File: src/rtl/wdt_pkg.sv
package wdt_pkg;
  typedef enum logic [1:0] {
    PM_RUN   = 2'd0,
    PM_IDLE  = 2'd1,
    PM_SLEEP = 2'd2,
    PM_HALT  = 2'd3
  } pmode_e;

  localparam int unsigned N_CLR_SRC = 4;
endpackage

File: src/rtl/wdt_clr_gen.sv
module wdt_clr_gen
  import wdt_pkg::*;
(
  input  logic sleep_i,
  input  logic clrwdt_i,
  input  logic clk_lost_i,
  input  logic mon_en_i,
  input  logic freq_wr_i,
  input  logic intosc_sys_i,
  output logic clr_o
);
  logic [N_CLR_SRC-1:0] src;

  always_comb begin
    src[0] = sleep_i;
    src[1] = clrwdt_i;
    src[2] = clk_lost_i & mon_en_i;     // only with monitoring on
    src[3] = freq_wr_i & intosc_sys_i;  // only when internal osc is sysclk
  end

  assign clr_o = |src;
endmodule

File: src/rtl/wdt_base.sv
module wdt_base #(
  parameter int CNT_W = 8
) (
  input  logic             clk_i,
  input  logic             rst_ni,
  input  logic             en_i,
  input  logic             clr_i,
  input  logic             tick_i,
  output logic             carry_o,
  output logic [CNT_W-1:0] cnt_o
);
  logic [CNT_W-1:0] cnt_q;

  always_ff @(posedge clk_i or negedge rst_ni) begin
    if (!rst_ni)             cnt_q <= '0;
    else if (!en_i || clr_i) cnt_q <= '0;
    else if (tick_i)         cnt_q <= cnt_q + CNT_W'(1);
  end

  // clear suppresses the carry in the same cycle
  assign carry_o = en_i & ~clr_i & tick_i & (&cnt_q);
  assign cnt_o   = cnt_q;


  clr_zero_chk: assert property (@(posedge clk_i) disable iff (!rst_ni)
    clr_i |=> cnt_q == '0);

  en_zero_chk: assert property (@(posedge clk_i) disable iff (!rst_ni)
    !en_i |=> cnt_q == '0);

  idle_hold_chk: assert property (@(posedge clk_i) disable iff (!rst_ni)
    (en_i && !clr_i && !tick_i) |=> $stable(cnt_q));
endmodule

File: src/rtl/wdt_post.sv
module wdt_post #(
  parameter int PS_W  = 15,
  parameter int SEL_W = 4
) (
  input  logic             clk_i,
  input  logic             rst_ni,
  input  logic             en_i,
  input  logic             clr_i,
  input  logic             carry_i,
  input  logic [SEL_W-1:0] sel_i,
  output logic             expire_o
);
  logic [PS_W-1:0] post_q;
  logic [PS_W-1:0] mask;

  for (genvar i = 0; i < PS_W; i++) begin : g_mask
    assign mask[i] = (int'(sel_i) > i);
  end

  assign expire_o = carry_i & ((post_q & mask) == mask);

  always_ff @(posedge clk_i or negedge rst_ni) begin
    if (!rst_ni)             post_q <= '0;
    else if (!en_i || clr_i) post_q <= '0;
    else if (carry_i) begin
      if (expire_o) post_q <= '0;
      else          post_q <= post_q + PS_W'(1);
    end
  end


  post_clr_chk: assert property (@(posedge clk_i) disable iff (!rst_ni)
    clr_i |=> post_q == '0);
endmodule

File: src/rtl/wdt_action.sv
module wdt_action
  import wdt_pkg::*;
(
  input  logic       clk_i,
  input  logic       rst_ni,
  input  logic       en_i,
  input  logic       clr_i,
  input  logic       clrwdt_i,
  input  logic       expire_i,
  input  logic [1:0] pmode_i,
  output logic       wake_o,
  output logic       rst_o,
  output logic       to_o
);
  pmode_e mode;
  logic   wake_q, rst_q, to_q;

  assign mode = pmode_e'(pmode_i);

  always_ff @(posedge clk_i or negedge rst_ni) begin
    if (!rst_ni) begin
      wake_q <= 1'b0;
      rst_q  <= 1'b0;
      to_q   <= 1'b0;
    end else begin
      wake_q <= expire_i && (mode != PM_RUN);
      rst_q  <= expire_i && (mode == PM_RUN);
      if (clrwdt_i)      to_q <= 1'b0;
      else if (expire_i) to_q <= 1'b1;
    end
  end

  assign wake_o = wake_q;
  assign rst_o  = rst_q;
  assign to_o   = to_q;


  wake_mode_chk: assert property (@(posedge clk_i) disable iff (!rst_ni)
    wake_q |-> $past(pmode_i) != 2'd0);

  rst_mode_chk: assert property (@(posedge clk_i) disable iff (!rst_ni)
    rst_q |-> $past(pmode_i) == 2'd0);

  pulse_excl_chk: assert property (@(posedge clk_i) disable iff (!rst_ni)
    !(wake_q && rst_q));

  wake_width_chk: assert property (@(posedge clk_i) disable iff (!rst_ni)
    wake_q |=> !wake_q);

  rst_width_chk: assert property (@(posedge clk_i) disable iff (!rst_ni)
    rst_q |=> !rst_q);

  to_fall_chk: assert property (@(posedge clk_i) disable iff (!rst_ni)
    $fell(to_q) |-> $past(clrwdt_i));

  clr_wins_chk: assert property (@(posedge clk_i) disable iff (!rst_ni)
    clr_i |=> !(wake_q || rst_q));

  en_quiet_chk: assert property (@(posedge clk_i) disable iff (!rst_ni)
    !en_i |=> !(wake_q || rst_q));
endmodule

File: src/rtl/pm_watchdog.sv
module pm_watchdog #(
  parameter  int CNT_W = 8,
  parameter  int PS_W  = 15,
  localparam int SEL_W = $clog2(PS_W + 1)
) (
  input  logic             clk_i,
  input  logic             rst_ni,
  input  logic             en_i,
  input  logic             tick_i,
  input  logic [1:0]       pmode_i,
  input  logic [SEL_W-1:0] ps_sel_i,
  input  logic             sleep_i,
  input  logic             clrwdt_i,
  input  logic             clk_lost_i,
  input  logic             mon_en_i,
  input  logic             freq_wr_i,
  input  logic             intosc_sys_i,
  output logic             wake_o,
  output logic             rst_o,
  output logic             to_o
);
  logic             clr;
  logic             carry;
  logic             expire;
  logic [CNT_W-1:0] base_cnt;

  wdt_clr_gen u_clr (
    .sleep_i      (sleep_i),
    .clrwdt_i     (clrwdt_i),
    .clk_lost_i   (clk_lost_i),
    .mon_en_i     (mon_en_i),
    .freq_wr_i    (freq_wr_i),
    .intosc_sys_i (intosc_sys_i),
    .clr_o        (clr)
  );

  wdt_base #(.CNT_W(CNT_W)) u_base (
    .clk_i   (clk_i),
    .rst_ni  (rst_ni),
    .en_i    (en_i),
    .clr_i   (clr),
    .tick_i  (tick_i),
    .carry_o (carry),
    .cnt_o   (base_cnt)
  );

  wdt_post #(.PS_W(PS_W), .SEL_W(SEL_W)) u_post (
    .clk_i    (clk_i),
    .rst_ni   (rst_ni),
    .en_i     (en_i),
    .clr_i    (clr),
    .carry_i  (carry),
    .sel_i    (ps_sel_i),
    .expire_o (expire)
  );

  wdt_action u_act (
    .clk_i    (clk_i),
    .rst_ni   (rst_ni),
    .en_i     (en_i),
    .clr_i    (clr),
    .clrwdt_i (clrwdt_i),
    .expire_i (expire),
    .pmode_i  (pmode_i),
    .wake_o   (wake_o),
    .rst_o    (rst_o),
    .to_o     (to_o)
  );


  expire_clr_chk: assert property (@(posedge clk_i) disable iff (!rst_ni)
    expire |-> !clr && base_cnt == '1);
endmodule

File: config.mk
export PLATFORM = sky130hd
export DESIGN_NAME = pm_watchdog
export DESIGN_NICKNAME = d
export VERILOG_FILES = /design/src/rtl/wdt_pkg.sv /design/src/rtl/wdt_clr_gen.sv /design/src/rtl/wdt_base.sv /design/src/rtl/wdt_post.sv /design/src/rtl/wdt_action.sv /design/src/rtl/pm_watchdog.sv
export SDC_FILE = /design/constraint.sdc
export NUM_CORES = 1
export LEC_CHECK = 0
export ABC_AREA = 0
export BUFFER_PORTS_ARGS = -buffer_cell sky130_fd_sc_hd__buf_4
export CAP_MARGIN = 20
export CELL_PAD_IN_SITES_DETAIL_PLACEMENT = 1
export CELL_PAD_IN_SITES_GLOBAL_PLACEMENT = 2
export CORE_UTILIZATION = 36
export CTS_CLUSTER_DIAMETER = 120
export DETAILED_ROUTE_END_ITERATION = 7
export PLACE_DENSITY = 0.85
export SLEW_MARGIN = 20
export SYNTH_ARGS = -nofsm -noshare
export SYNTH_HDL_FRONTEND = slang
export SYNTH_SLANG_ARGS = --single-unit
File: constraint.sdc
create_clock -name clk_i -period 2.1 [get_ports clk_i]
set_input_delay 0.42 -clock clk_i [delete_from_list [all_inputs] [get_ports clk_i]]
set_output_delay 0.42 -clock clk_i [all_outputs]
set_load 0.005 [all_outputs]
# Yosys cells after proc, flatten, opt, wreduce, memory -nomap -nowiden
# Index checks and enable logic that the tools add are counted.
classes:
  add_sub_neg: 2
  order_cmp: 15
  eq_ne: 1
  mux: 7
  bitwise_logic: 8
  n_reduce_logical: 11
op_table:
  columns: ["operator", "n"]
  rows:
  - ["2-to-1 mux 15 bit", 3]
  - ["greater-than comparator 4 bit, second input constant", 7]
  - ["greater-than comparator 4 x 3 -> 1 bit, second input constant", 4]
  - ["2-to-1 mux 8 bit", 2]
  - ["adder 15 x 1 -> 15 bit, second input constant", 1]
  - ["AND 15 bit", 1]
  - ["== test 15 bit", 1]
  - ["adder 8 x 1 -> 8 bit, second input constant", 1]
  - ["greater-than comparator 4 x 1 -> 1 bit, second input constant", 2]
  - ["greater-than comparator 4 x 2 -> 1 bit, second input constant", 2]
  - ["AND reduction 8 bit", 1]
  - ["nonzero test 2 bit", 4]
  - ["AND 1 bit", 6]
  - ["OR reduction 4 bit", 1]
  - ["logical AND 1 bit", 2]
  - ["logical NOT 2 bit", 1]
  - ["2-to-1 mux 1 bit", 2]
  - ["logical NOT 1 bit", 1]
  - ["logical OR 1 bit", 1]
  - ["inverter 1 bit", 1]
word_totals:
  reg_bits: 26
  in_bits: 16
  out_inout_bits: 3
  wordCells: 49

# Longest topological paths before layout
# Gate-level depths: netlist of the first run.
depth:
  word_depth: 10
  ltp_mapped: 7
  ltp_nobuf: 6

# Modules after synthesis
# From an unflattened synthesis of the first run, not the netlist that was laid out.
hier_totals:
  hier_cells: 163
  area_unflattened_um2: 1510.2
modules_own_cells:
  columns: ["mod", "n_inst", "cells_per_inst", "area_per_inst_um2", "seq_area_each_um2"]
  rows:
  - ["wdt_post", 1, 114, 985.9, 375.4]
  - ["wdt_base", 1, 40, 404.1, 200.2]
  - ["wdt_action", 1, 6, 105.1, 75.1]
  - ["wdt_clr_gen", 1, 3, 15.0, 0.0]

# Least setup slack after synthesis of the first run
# No wires, ideal clock.
synth_path:
  path_kind: "reg-to-reg"
  start: "reg u_base.cnt_q[0], in the netlist u_base.cnt_o[0]"
  end: "reg u_post.post_q[13]"
  setup_ps: 87
  arrival_time_ps: 1664
  required_ps: 2013
  setup_slack_ps: 349
  path_stages_with_launch: 8
  n_path_buf: 1
  period_less_slack_ps: 1751
  cell_sequence: "dfrtp_1 > ha_1 > and4_1 > and2_1 > buf_2 > nor2_1 > nand2_1 > o211ai_1"
synth_between:
  elab_chain_len: 6
  elab_cells_between_ends: 7
  cone_classes: "mux (3); bitwise (2); reduce/logical (2)"
synth_rtl:
  columns: ["element", "line", "text"]
  rows:
  - ["start, declared", "wdt_base.sv:12", "logic [CNT_W-1:0] cnt_q;"]
  - ["start signal, assigned", "wdt_base.sv:17", "else if (tick_i) cnt_q <= cnt_q + CNT_W'(1);"]
  - ["AND reduction 8 bit *", "wdt_base.sv:21", "assign carry_o = en_i & ~clr_i & tick_i & (&cnt_q);"]
  - ["AND 1 bit *", "wdt_base.sv:21", null]
  - ["AND 1 bit", "wdt_post.sv:20", "assign expire_o = carry_i & ((post_q & mask) == mask);"]
  - ["2-to-1 mux 15 bit", "wdt_post.sv:26", "if (expire_o) post_q <= '0;"]
  - ["2-to-1 mux 15 bit", "wdt_post.sv:25", "else if (carry_i) begin"]
  - ["2-to-1 mux 15 bit", "wdt_post.sv:24", "else if (!en_i || clr_i) post_q <= '0;"]
  - ["end signal, assigned", "wdt_post.sv:27", "else post_q <= post_q + PS_W'(1);"]
  - ["end, declared", "wdt_post.sv:13", "logic [PS_W-1:0] post_q;"]
# Mark *: on every way between the ends. The rest lies on a longest branch, timed or not. The select of a mux whose other input is x is not followed.
# A chain may end at the register's enable or synchronous reset.

# Worst setup path in the final report of the first run
layout_path:
  start: "reg u_post.post_q[6]"
  end: "reg u_post.post_q[5]"
layout_between:
  elab_chain_len: 6
layout_rtl:
  columns: ["element", "line"]
  rows:
  - ["AND 15 bit", "wdt_post.sv:20"]
  - ["== test 15 bit", "wdt_post.sv:20"]
  - ["AND 1 bit", "wdt_post.sv:20"]
  - ["2-to-1 mux 15 bit", "wdt_post.sv:26"]
  - ["2-to-1 mux 15 bit", "wdt_post.sv:25"]
  - ["2-to-1 mux 15 bit", "wdt_post.sv:24"]
# No other way between the ends. The select of a mux whose other input is x is not followed.

==> qor.yml, run 1 <==
outcome: "complete, no violations"
grtUsageMet3_pct: 3.947
clkTransAtPathRegs_ns: 0.10
clock_skew_ns: 0.001985
antenna_found_initial: 0
hold_viol: 0
htreeDepth: 1
core_area_um2: 4354
grt_pass1_vias: 1577
async_flop_share_pct: 100.0
fmax_ghz: 0.4963
avgSynthCellArea_um2: 9.388
p_sw_w: 0.0002137
drtIter0Drc: 109
syn-cell-area_um2: 1624
cts_buffer_depth: 2
slew_violations: 0
post-route-min-period_ns: 2.015
cp.arrival_ns: 2.16
p_seq_share_pct: 50.1
comb_power_share_pct: 7.1
cp.required_ns: 2.25
post_cts_buffers: 0
yosysWarnings: 0
crit_fanout: 10
critical-path-max-stage-delay_ns: 0.55
r2r_cells: 5
ys_seq_area_share_pct: 40.06
path_buf_inv: 0
die_height_um: 69.17
areaGrowthSynthToFinish_pct: 18.18
busiest_layer: "met2"
start_kind: "register"
io_buffers: 18
p_leak_nw: 0.7544
synth_edf_count: 0
drt_first_pass_iters: 4
avgViaCountPerCell: 5.866
die_area_um2: 4784
layout_common_cells: "buf_4, dfrtp_1, nand2_1"
cts_buffers: 3
final_core_util_pct: 44.08
place_area_um2: 1842
grt_pass1_wl_um: 7741
met1_usage_pct: 24.61
ir_worst_vdd_uv: 346.5
min_period_over_period_pct: 95.95
synth_ff_type: "dfrtp_1"
use_met2_pct: 36.03
hpwl_um: 3342
power_density_nw_per_um2: 520.6
rr_endpoint: "u_post.post_q[5]"
r2r_setup_slack_ns: 0.09
layout.cells.non_filler: 247
total_power_w: 0.0009993
initial_core_util_pct: 37.30
worstSkewPairLatency_ns: 0.28
rsz0062_at_grt: "false"
cts_tree: "yes"
worst_pin_slew_ns: 0.5549
fin_tns_setup_ns: 0
hp-class: "primary input to asynchronous set/reset pin"
io_pins: 19
drive_above_1_share_pct: 21.54
fill_cells: 510
via_count: 1449
die_x_um: 69.17
ys_ff_latch: 26
gp_congestion: 0.8406
r2r_start: "u_post.post_q[6]"
timing.slew.headroom_pct: 63.00
postCtsHoldBufs: 0
critical-path-slowest-cell: "a221o_1"
wl_per_cell_um: 17.68
crit_path_end_kind: "register"
mostFrequentLayoutCell: "buf_4"
internal_power_w: 0.0007856
critPathTopFamily: "compound AO/OA/AOI/OAI gates"
maxCapViolCount: 0
synth.distinct_cells: 50
synthCells: 173
design_area_um2: 1919
diodes: 0
grt_max_degree: 27
p_clk_share_pct: 42.8
track_usage_pct: 19.91
placed_cells: 243
p_sw_share_pct: 21.39
cp_cell_sequence: "nand2b_1, o2111ai_1, a221o_1, o311ai_0, o211ai_1"
cts_sinks: 26
routed_wl_um: 4366
finalSetupViolCount: 0
ant_nets: 0
nNetsFinal: 214
drc_errors: 0
worstSetupPathType: "register to register"
overflow: 0
rows: 24
root_buffer: "clkbuf_8"
synth_nets: 191
cell usage after synthesis, types with 2 or more instances:
library cell   n  area (um^2)
and4_1         6        52.55
o2111ai_1      3        26.28
dfrtp_1       26        650.6
nor3_1         3        15.01
ha_1           2        25.02
a211oi_1       5        37.54
o21bai_1       2        15.01
a21oi_1        2        10.01
nand2_1       23        86.33
nand3_1        6        30.03
o311ai_0       3        26.28
o211ai_1       4        30.03
xnor2_1        5        43.79
clkbuf_1       3        11.26
nand3b_1       2        15.01
nand4_1        4        25.02
a22oi_1        2        15.01
nor3b_1        3        22.52
o21ai_1        2        10.01
buf_2          4        20.02
xor2_1         8        70.07
o32ai_1        3        26.28
o21a_1         2        15.01
a21boi_0       2        15.01
inv_1          5        18.77
nor2_1        14        52.55
o21ai_0        6        30.03
per-stage QoR:
| step | setup WS (ns) | hold WS [ns] |
|---|---|---|
| after global routing | 0.008012 | 0.05188 |
| after global placement | 0.04176 | 0.3429 |
| after detailed placement | -0.01540 | 0.3567 |
| after floorplan | 0.3492 | 0.1244 |
| after CTS | 0.01974 | 0.04960 |
| final | 0.08506 | 0.03425 |
worst max path at each step:
stage | from | end | slack (ns) | cells past startpoint
2_1_floorplan | u_base.cnt_o[0] | u_post.post_q[13] | 0.35 | 7
3_3_place_gp | ps_sel_i[0] | u_post.post_q[13] | 0.04 | 6
3_5_place_dp | ps_sel_i[0] | u_post.post_q[13] | -0.02 | 6
4_1_cts | u_post.post_q[6] | u_post.post_q[1] | 0.02 | 5
5_1_grt | u_post.post_q[6] | u_post.post_q[4] | 0.008 | 4
6_report | u_post.post_q[6] | u_post.post_q[5] | 0.09 | 5
repair_timing:
item / in CTS / in global routing
gates resized for setup: 1 / 4
setup endpoints to repair: 2 / 10
hold endpoints to repair: 0 / 0
pin swaps: 0 / 1
flip-flops by register name, summed over array words and instances (netlist names):
name,cells
u_base.cnt_o,8
u_act.wake_o,1
u_act.to_o,1
u_post.post_q,15
u_act.rst_o,1
cell families after synthesis:
kind of cell,Yosys count,share of synthesized area (%)
xor+xnor,13,7.011
mux,1,0.6164
fa+ha+maj,2,1.541
simple gates,73,25.27
buf+inv,13,3.775
compound gates,45,21.73
flops,26,40.06
final cells by class:
type                    count  area, um^2  area share (%)
clock buffers               3       41.29           2.151
clock inverters             1       30.03           1.565
inverters                   5       18.77          0.9778
multi-input cells         134       917.1           47.78
flip-flops and latches     26       651.9           33.96
well taps                  52       65.06           3.390
repair buffers             26       195.2           10.17
power groups by stage:
| stage | clock [W] | combinational [W] | sequential [W] |
|---|---|---|---|
| 2_1_floorplan | 0 | 0.0000258 | 0.000511 |
| 3_3_place_gp | 0 | 0.0000670 | 0.000511 |
| 3_5_place_dp | 0 | 0.0000712 | 0.000511 |
| 4_1_cts | 0.000436 | 0.0000720 | 0.000501 |
| 5_1_grt | 0.000453 | 0.0000781 | 0.000501 |
| 6_report | 0.000428 | 0.0000706 | 0.000501 |
routing by layer:
metal | share of wire (%) | up-vias
met3 | 2.9 | 6
met1 | 45 | 720
li1 | - | 696
met5 | 0 | -
met2 | 52 | 27
met4 | 0.66 | 0
worst register-to-register path, cell delays in order, from the launching register on:
cell and delay, ns:
dfrtp_2 0.47, nand2b_1 0.14, o2111ai_1 0.12, a221o_1 0.55, o311ai_0 0.46, o211ai_1 0.15
Note: power is estimated with default switching activity, not from simulation.
==> run 2: changes to the inputs <==
--- a/config.mk
+++ b/config.mk
@@ -10,11 +10,10 @@
 export CAP_MARGIN = 20
 export CELL_PAD_IN_SITES_DETAIL_PLACEMENT = 1
 export CELL_PAD_IN_SITES_GLOBAL_PLACEMENT = 2
-export CORE_UTILIZATION = 36
+export CORE_UTILIZATION = 39
 export CTS_CLUSTER_DIAMETER = 120
 export DETAILED_ROUTE_END_ITERATION = 7
-export PLACE_DENSITY = 0.85
-export SLEW_MARGIN = 20
+export PLACE_DENSITY = 0.9
 export SYNTH_ARGS = -nofsm -noshare
 export SYNTH_HDL_FRONTEND = slang
 export SYNTH_SLANG_ARGS = --single-unit
==> constraint.sdc (replaced) <==
create_clock -name clk_i -period 2.52 [get_ports clk_i]
set_input_delay 0.504 -clock clk_i [delete_from_list [all_inputs] [get_ports clk_i]]
set_output_delay 0.504 -clock clk_i [all_outputs]
set_load 0.005 [all_outputs]
==> run 2 against run 1 <==
Maximum frequency is 3.1% lower. Power fell by 17%. Final cell count shrank 3.2%. Combinational power is 16% lower. Critical path type unchanged. Largest cell class unchanged. Utilization grew 2.6 points.
==> qor.yml, run 2 (synthesis results as in run 1) <==
outcome: "complete, no violations"  # unchanged
htreeDepth: 1  # unchanged
track_usage_pct: 21.86  # was 19.91%
die_height_um: 66.53  # was 69.17 um
slew_violations: 0  # unchanged
cts_buffers: 3  # unchanged
fmax_ghz: 0.4809  # was 0.4963 GHz
min_period_over_period_pct: 82.52  # was 95.95%
io_pins: 19  # unchanged
mostFrequentLayoutCell: "dfrtp_1"  # was buf_4
rsz0062_at_grt: "false"  # unchanged
crit_fanout: 13  # was 10
cp.required_ns: 2.72  # was 2.25 ns
worst_slack_ns: 0.4404  # was 0.08506 ns
cts_sinks: 26  # unchanged
cts_buffer_depth: 2  # unchanged
clock_skew_ns: 0.006573  # was 0.001985 ns
regMostFlops: "u_post.post_q"  # unchanged
power_density_nw_per_um2: 446.7  # was 520.6 nW/um^2
cp.arrival_ns: 2.28  # was 2.16 ns
hold_viol: 0  # unchanged
routed_wl_um: 4302  # was 4366 um
finalSetupViolCount: 0  # unchanged
maxCapViolCount: 0  # unchanged
areaGrowthSynthToFinish_pct: 14.87  # was 18.18%
root_buffer: "clkbuf_8"  # unchanged
core_area_um2: 4000  # was 4354 um^2
io_buffers: 18  # unchanged
pre_cts_slack_ns: 0.3402  # was -0.01540 ns
ir_worst_vdd_uv: 200.7  # was 346.5 uV
cp_cell_sequence: "ha_1, and4_1, and2_1, and2b_1, o31ai_4, o211ai_1"  # was nand2b_1, o2111ai_1, a221o_1, o311ai_0, o211ai_1
die_x_um: 66.53  # was 69.17 um
start_kind: "register"  # unchanged
worst_pin_slew_ns: 0.5421  # was 0.5549 ns
via_count: 1470  # was 1,449
gp_congestion: 0.8429  # was 0.8406
die_area_um2: 4426  # was 4784 um^2
wl_per_cell_um: 18.00  # was 17.68 um
clkTransAtPathRegs_ns: 0.10  # about the same
drive_above_1_share_pct: 16.93  # was 21.54%
post-route-min-period_ns: 2.080  # was 2.015 ns
avgViaCountPerCell: 6.151  # was 5.866
timing.slew.headroom_pct: 63.86  # was 63.00%
grt_pass1_vias: 1596  # was 1,577
nNetsFinal: 208  # was 214
post_cts_buffers: 0  # unchanged
drtIter0Drc: 70  # was 109
initial_core_util_pct: 40.60  # was 37.30%
total_power_w: 0.0008334  # was 0.0009993 W
p_leak_nw: 0.7245  # was 0.7544 nW
grt_pass1_wl_um: 7341  # was 7741 um
grt_max_degree: 27  # unchanged
rows: 23  # was 24
critical-path-max-stage-delay_ns: 0.44  # was 0.55 ns
cts_tree: "yes"  # unchanged
hp-class: "primary input to asynchronous set/reset pin"  # unchanged
hpwl_um: 3189  # was 3342 um
critical-path-slowest-cell: "and2_1"  # was a221o_1
r2r_cells: 6  # was 5
antenna_found_initial: 0  # unchanged
diodes: 0  # unchanged
postCtsHoldBufs: 0  # unchanged
ant_nets: 0  # unchanged
worstSkewPairLatency_ns: 0.28  # about the same
largest_register_ffs: 15  # unchanged
fin_tns_setup_ns: 0  # unchanged
worstSetupPathType: "register to register"  # unchanged
drc_errors: 0  # unchanged
overflow: 0  # unchanged
crit_path_end_kind: "register"  # unchanged
drt_first_pass_iters: 4  # unchanged
ctsResizeCount: 0  # was 1
layout_common_cells: "dfrtp_1, nand2_1, buf_4"  # was buf_4, dfrtp_1, nand2_1
[run 2: cell type report]
class | count | area (um^2)
well taps | 50 | 62.56
inverters | 5 | 18.77
flip-flops and latches | 26 | 650.6
repair buffers | 20 | 150.1
fillers | 463 | 2135
clock inverters | 1 | 30.03
clock buffers | 3 | 41.29
multi-input cells | 134 | 912.1
[run 2: critical path, delay by kind of cell (launching register included)]
kind	cells	cell delay [ns]
AOI/OAI and AO/OA	2	0.35
DFF	1	0.40
adders and majority gates	1	0.19
and+or+nand+nor	3	1.05
[run 2: worst paths after layout]
check	startpoint	endpoint	slack, ns
worst max register to register	u_base.cnt_o[0]	u_post.post_q[13]	0.44
worst max-delay path	u_base.cnt_o[0]	u_post.post_q[13]	0.44
worst min register to register	u_act.to_o	u_act.to_o	0.53
worst min-delay path	rst_ni	u_post.post_q[12]	0.12
max in group asynchronous	rst_ni	u_base.cnt_o[6]	2.14
min in group clk_i	pmode_i[1]	u_act.rst_o	0.39
[run 2: stage by stage]
step | cells | area [um^2] | hold WS (ns) | util [%]
finish | 239 | 1866 | 0.1225 | 46.64
global route | 239 | 1866 | 0.1369 | 46.64
CTS | 239 | 1866 | 0.1299 | 46.64
detailed placement | 235 | 1794 | 0.4409 | 44.85
global placement | 235 | 1794 | 0.4346 | 44.85
floorplan | 173 | 1624 | 0.2084 | -
[run 2: power breakdown]
group | total (W) | internal [W] | switching (W)
logic | 0.0000593 | 0.0000243 | 0.0000350
clock network | 0.000357 | 0.000213 | 0.000144
registers | 0.000418 | 0.000417 | 0.000000333
[run 2: metal layers]
metal	vias to the layer above	routed length [um]	GRT usage [%]
met5	-	0	0
met4	0	80	9.574
met3	9	124	3.082
met2	35	2192	37.63
met1	748	1904	26.97
li1	678	-	-
==> run 3: changes to the inputs <==
--- a/config.mk
+++ b/config.mk
@@ -10,10 +10,10 @@
 export CAP_MARGIN = 20
 export CELL_PAD_IN_SITES_DETAIL_PLACEMENT = 1
 export CELL_PAD_IN_SITES_GLOBAL_PLACEMENT = 2
-export CORE_UTILIZATION = 39
+export CORE_UTILIZATION = 32
 export CTS_CLUSTER_DIAMETER = 120
 export DETAILED_ROUTE_END_ITERATION = 7
-export PLACE_DENSITY = 0.9
+export PLACE_DENSITY = 0.8
 export SYNTH_ARGS = -nofsm -noshare
 export SYNTH_HDL_FRONTEND = slang
 export SYNTH_SLANG_ARGS = --single-unit
==> constraint.sdc (replaced) <==
create_clock -name clk_i -period 1.9 [get_ports clk_i]
set_input_delay 0.38 -clock clk_i [delete_from_list [all_inputs] [get_ports clk_i]]
set_output_delay 0.38 -clock clk_i [all_outputs]
set_load 0.005 [all_outputs]
==> run 3 against run 2 <==
Global-route usage shrank 1.2 points. Clock skew down 0.0014 ns. Clock power down 9.8%. Critical endpoint is now u_act.rst_o. Largest cell class unchanged. Highest routed layer unchanged.
==> qor.yml, run 3 (synthesis results as in run 1) <==
drive_above_1_share_pct: 30.05  # was 16.93%
design_area_um2: 2095  # was 1866 um^2
clkTransAtPathRegs_ns: 0.09  # was 0.10 ns
areaGrowthSynthToFinish_pct: 28.97  # was 14.87%
hpwl_um: 3824  # was 3189 um
min_period_over_period_pct: 95.73  # was 82.52%
timing.slew.headroom_pct: 66.32  # was 63.86%
r2r_setup_slack_ns: 0.08  # was 0.44 ns
cts_buffer_depth: 2  # unchanged
io_pins: 19  # unchanged
avgViaCountPerCell: 5.496  # was 6.151
drc_errors: 0  # unchanged
outcome: "complete, no violations"  # unchanged
mostFrequentLayoutCell: "buf_4"  # was dfrtp_1
drtIter0Drc: 68  # was 70
regMostFlops: "u_post.post_q"  # unchanged
rows: 25  # was 23
crit_fanout: 10  # was 13
htreeDepth: 1  # unchanged
layout_common_cells: "buf_4, dfrtp_1, nand2_1"  # was dfrtp_1, nand2_1, buf_4
place_area_um2: 2016  # was 1794 um^2
hp-class: "primary input to asynchronous set/reset pin"  # unchanged
diodes: 0  # unchanged
track_usage_pct: 20.71  # was 21.86%
cts_buffers: 3  # unchanged
crit_path_end_kind: "register"  # unchanged
worstSkewPairLatency_ns: 0.28  # about the same
antenna_found_initial: 0  # unchanged
die_area_um2: 5364  # was 4426 um^2
wl_per_cell_um: 17.55  # was 18.00 um
die_height_um: 73.24  # was 66.53 um
worstSetupPathType: "register to register"  # unchanged
via_count: 1539  # was 1,470
post-route-min-period_ns: 1.819  # was 2.080 ns
cp.required_ns: 2.10  # was 2.72 ns
core_area_um2: 4817  # was 4000 um^2
worst_slack_ns: 0.08106  # was 0.4404 ns
multi_input_area_um2: 943.4  # was 912.1 um^2
nNetsFinal: 233  # was 208
power_density_nw_per_um2: 459.9  # was 446.7 nW/um^2
p_leak_nw: 0.8557  # was 0.7245 nW
slew_violations: 0  # unchanged
cts_sinks: 26  # unchanged
gp_congestion: 0.9110  # was 0.8429
maxCapViolCount: 0  # unchanged
grt_max_degree: 27  # unchanged
drt_first_pass_iters: 4  # unchanged
pre_cts_slack_ns: -0.08668  # was 0.3402 ns
fmax_ghz: 0.5498  # was 0.4809 GHz
total_power_w: 0.0009633  # was 0.0008334 W
overflow: 0  # unchanged
clock_skew_ns: 0.005165  # was 0.006573 ns
grt_pass1_wl_um: 8321  # was 7341 um
cts_tree: "yes"  # unchanged
die_x_um: 73.24  # was 66.53 um
fill_cells: 583  # was 463
io_buffers: 18  # unchanged
ant_nets: 0  # unchanged
initial_core_util_pct: 33.71  # was 40.60%
worst_pin_slew_ns: 0.5051  # was 0.5421 ns
largest_register_ffs: 15  # unchanged
routed_wl_um: 4913  # was 4302 um
root_buffer: "clkbuf_8"  # unchanged
postCtsHoldBufs: 0  # unchanged
seqCellArea_um2: 653.1  # was 650.6 um^2
rsz0062_at_grt: "true"  # was false
hold_viol: 0  # unchanged
finalSetupViolCount: 0  # unchanged
grt_pass1_vias: 1669  # was 1,596
ir_worst_vdd_uv: 294.3  # was 200.7 uV
cp.arrival_ns: 2.02  # was 2.28 ns
start_kind: "register"  # unchanged
[run 3: worst paths after layout]
kind | startpoint | end | depth (start not counted)
worst max register to register | u_post.post_q[6] | u_act.rst_o | 6
worst max-delay path | u_post.post_q[6] | u_act.rst_o | 6
worst min register to register | u_act.to_o | u_act.to_o | 1
worst min-delay path | rst_ni | u_post.post_q[4] | 1
max in group asynchronous | rst_ni | u_post.post_q[1] | 1
min in group clk_i | pmode_i[1] | u_act.rst_o | 2
[run 3: power breakdown]
part / leakage, nW / switching [W] / internal (W)
Combinational: 0.474 / 0.0000484 / 0.0000393
Sequential: 0.360 / 0.000000320 / 0.000553
Clock: 0.0216 / 0.000179 / 0.000143
Total: 0.856 / 0.000228 / 0.000735
[run 3: repair_timing]
action / in CTS / in global routing
setup buffers: 0 / 0
cloned: 0 / 0
gates resized for setup: 1 / 11
endpoints found under the setup margin: 6 / 13
pin swaps: 0 / 2
endpoints found under the hold margin: 0 / 0
[run 3: metal layers]
metal	wire length, um	global-route usage [%]	share of wire [%]
met5	0	0	0
met4	158	11.33	3.2
met3	156	3.591	3.2
met2	2514	35.49	51
met1	2084	24.48	42
[run 3: critical path: stages, from the launching register on]
cell and delay, ns:
dfrtp_2 0.42, nand2b_1 0.13, o2111ai_1 0.11, a221o_1 0.34, buf_4 0.20, nor4_4 0.32
nor3b_2 0.22
[run 3: cell type report]
cell class,count,area share (%)
sequential,26,31.18
inverter,5,0.8961
tap,67,4.002
timing repair buffer,45,16.91
multi-input combinational,134,45.04
clock buffer,3,1.971
[run 3: per-stage QoR]
stage / hold slack [ns] / util [%] / cells / setup TNS [ns]
after floorplan: 0.08441 / - / 173 / 0
after global placement: 0.3088 / 41.84 / 277 / -0.05166
after detailed placement: 0.3157 / 41.84 / 277 / -0.6139
after CTS: 0.008600 / 42.75 / 280 / 0
after global routing: 0.01367 / 43.48 / 280 / -0.02465
final: 0.0009600 / 43.48 / 280 / 0
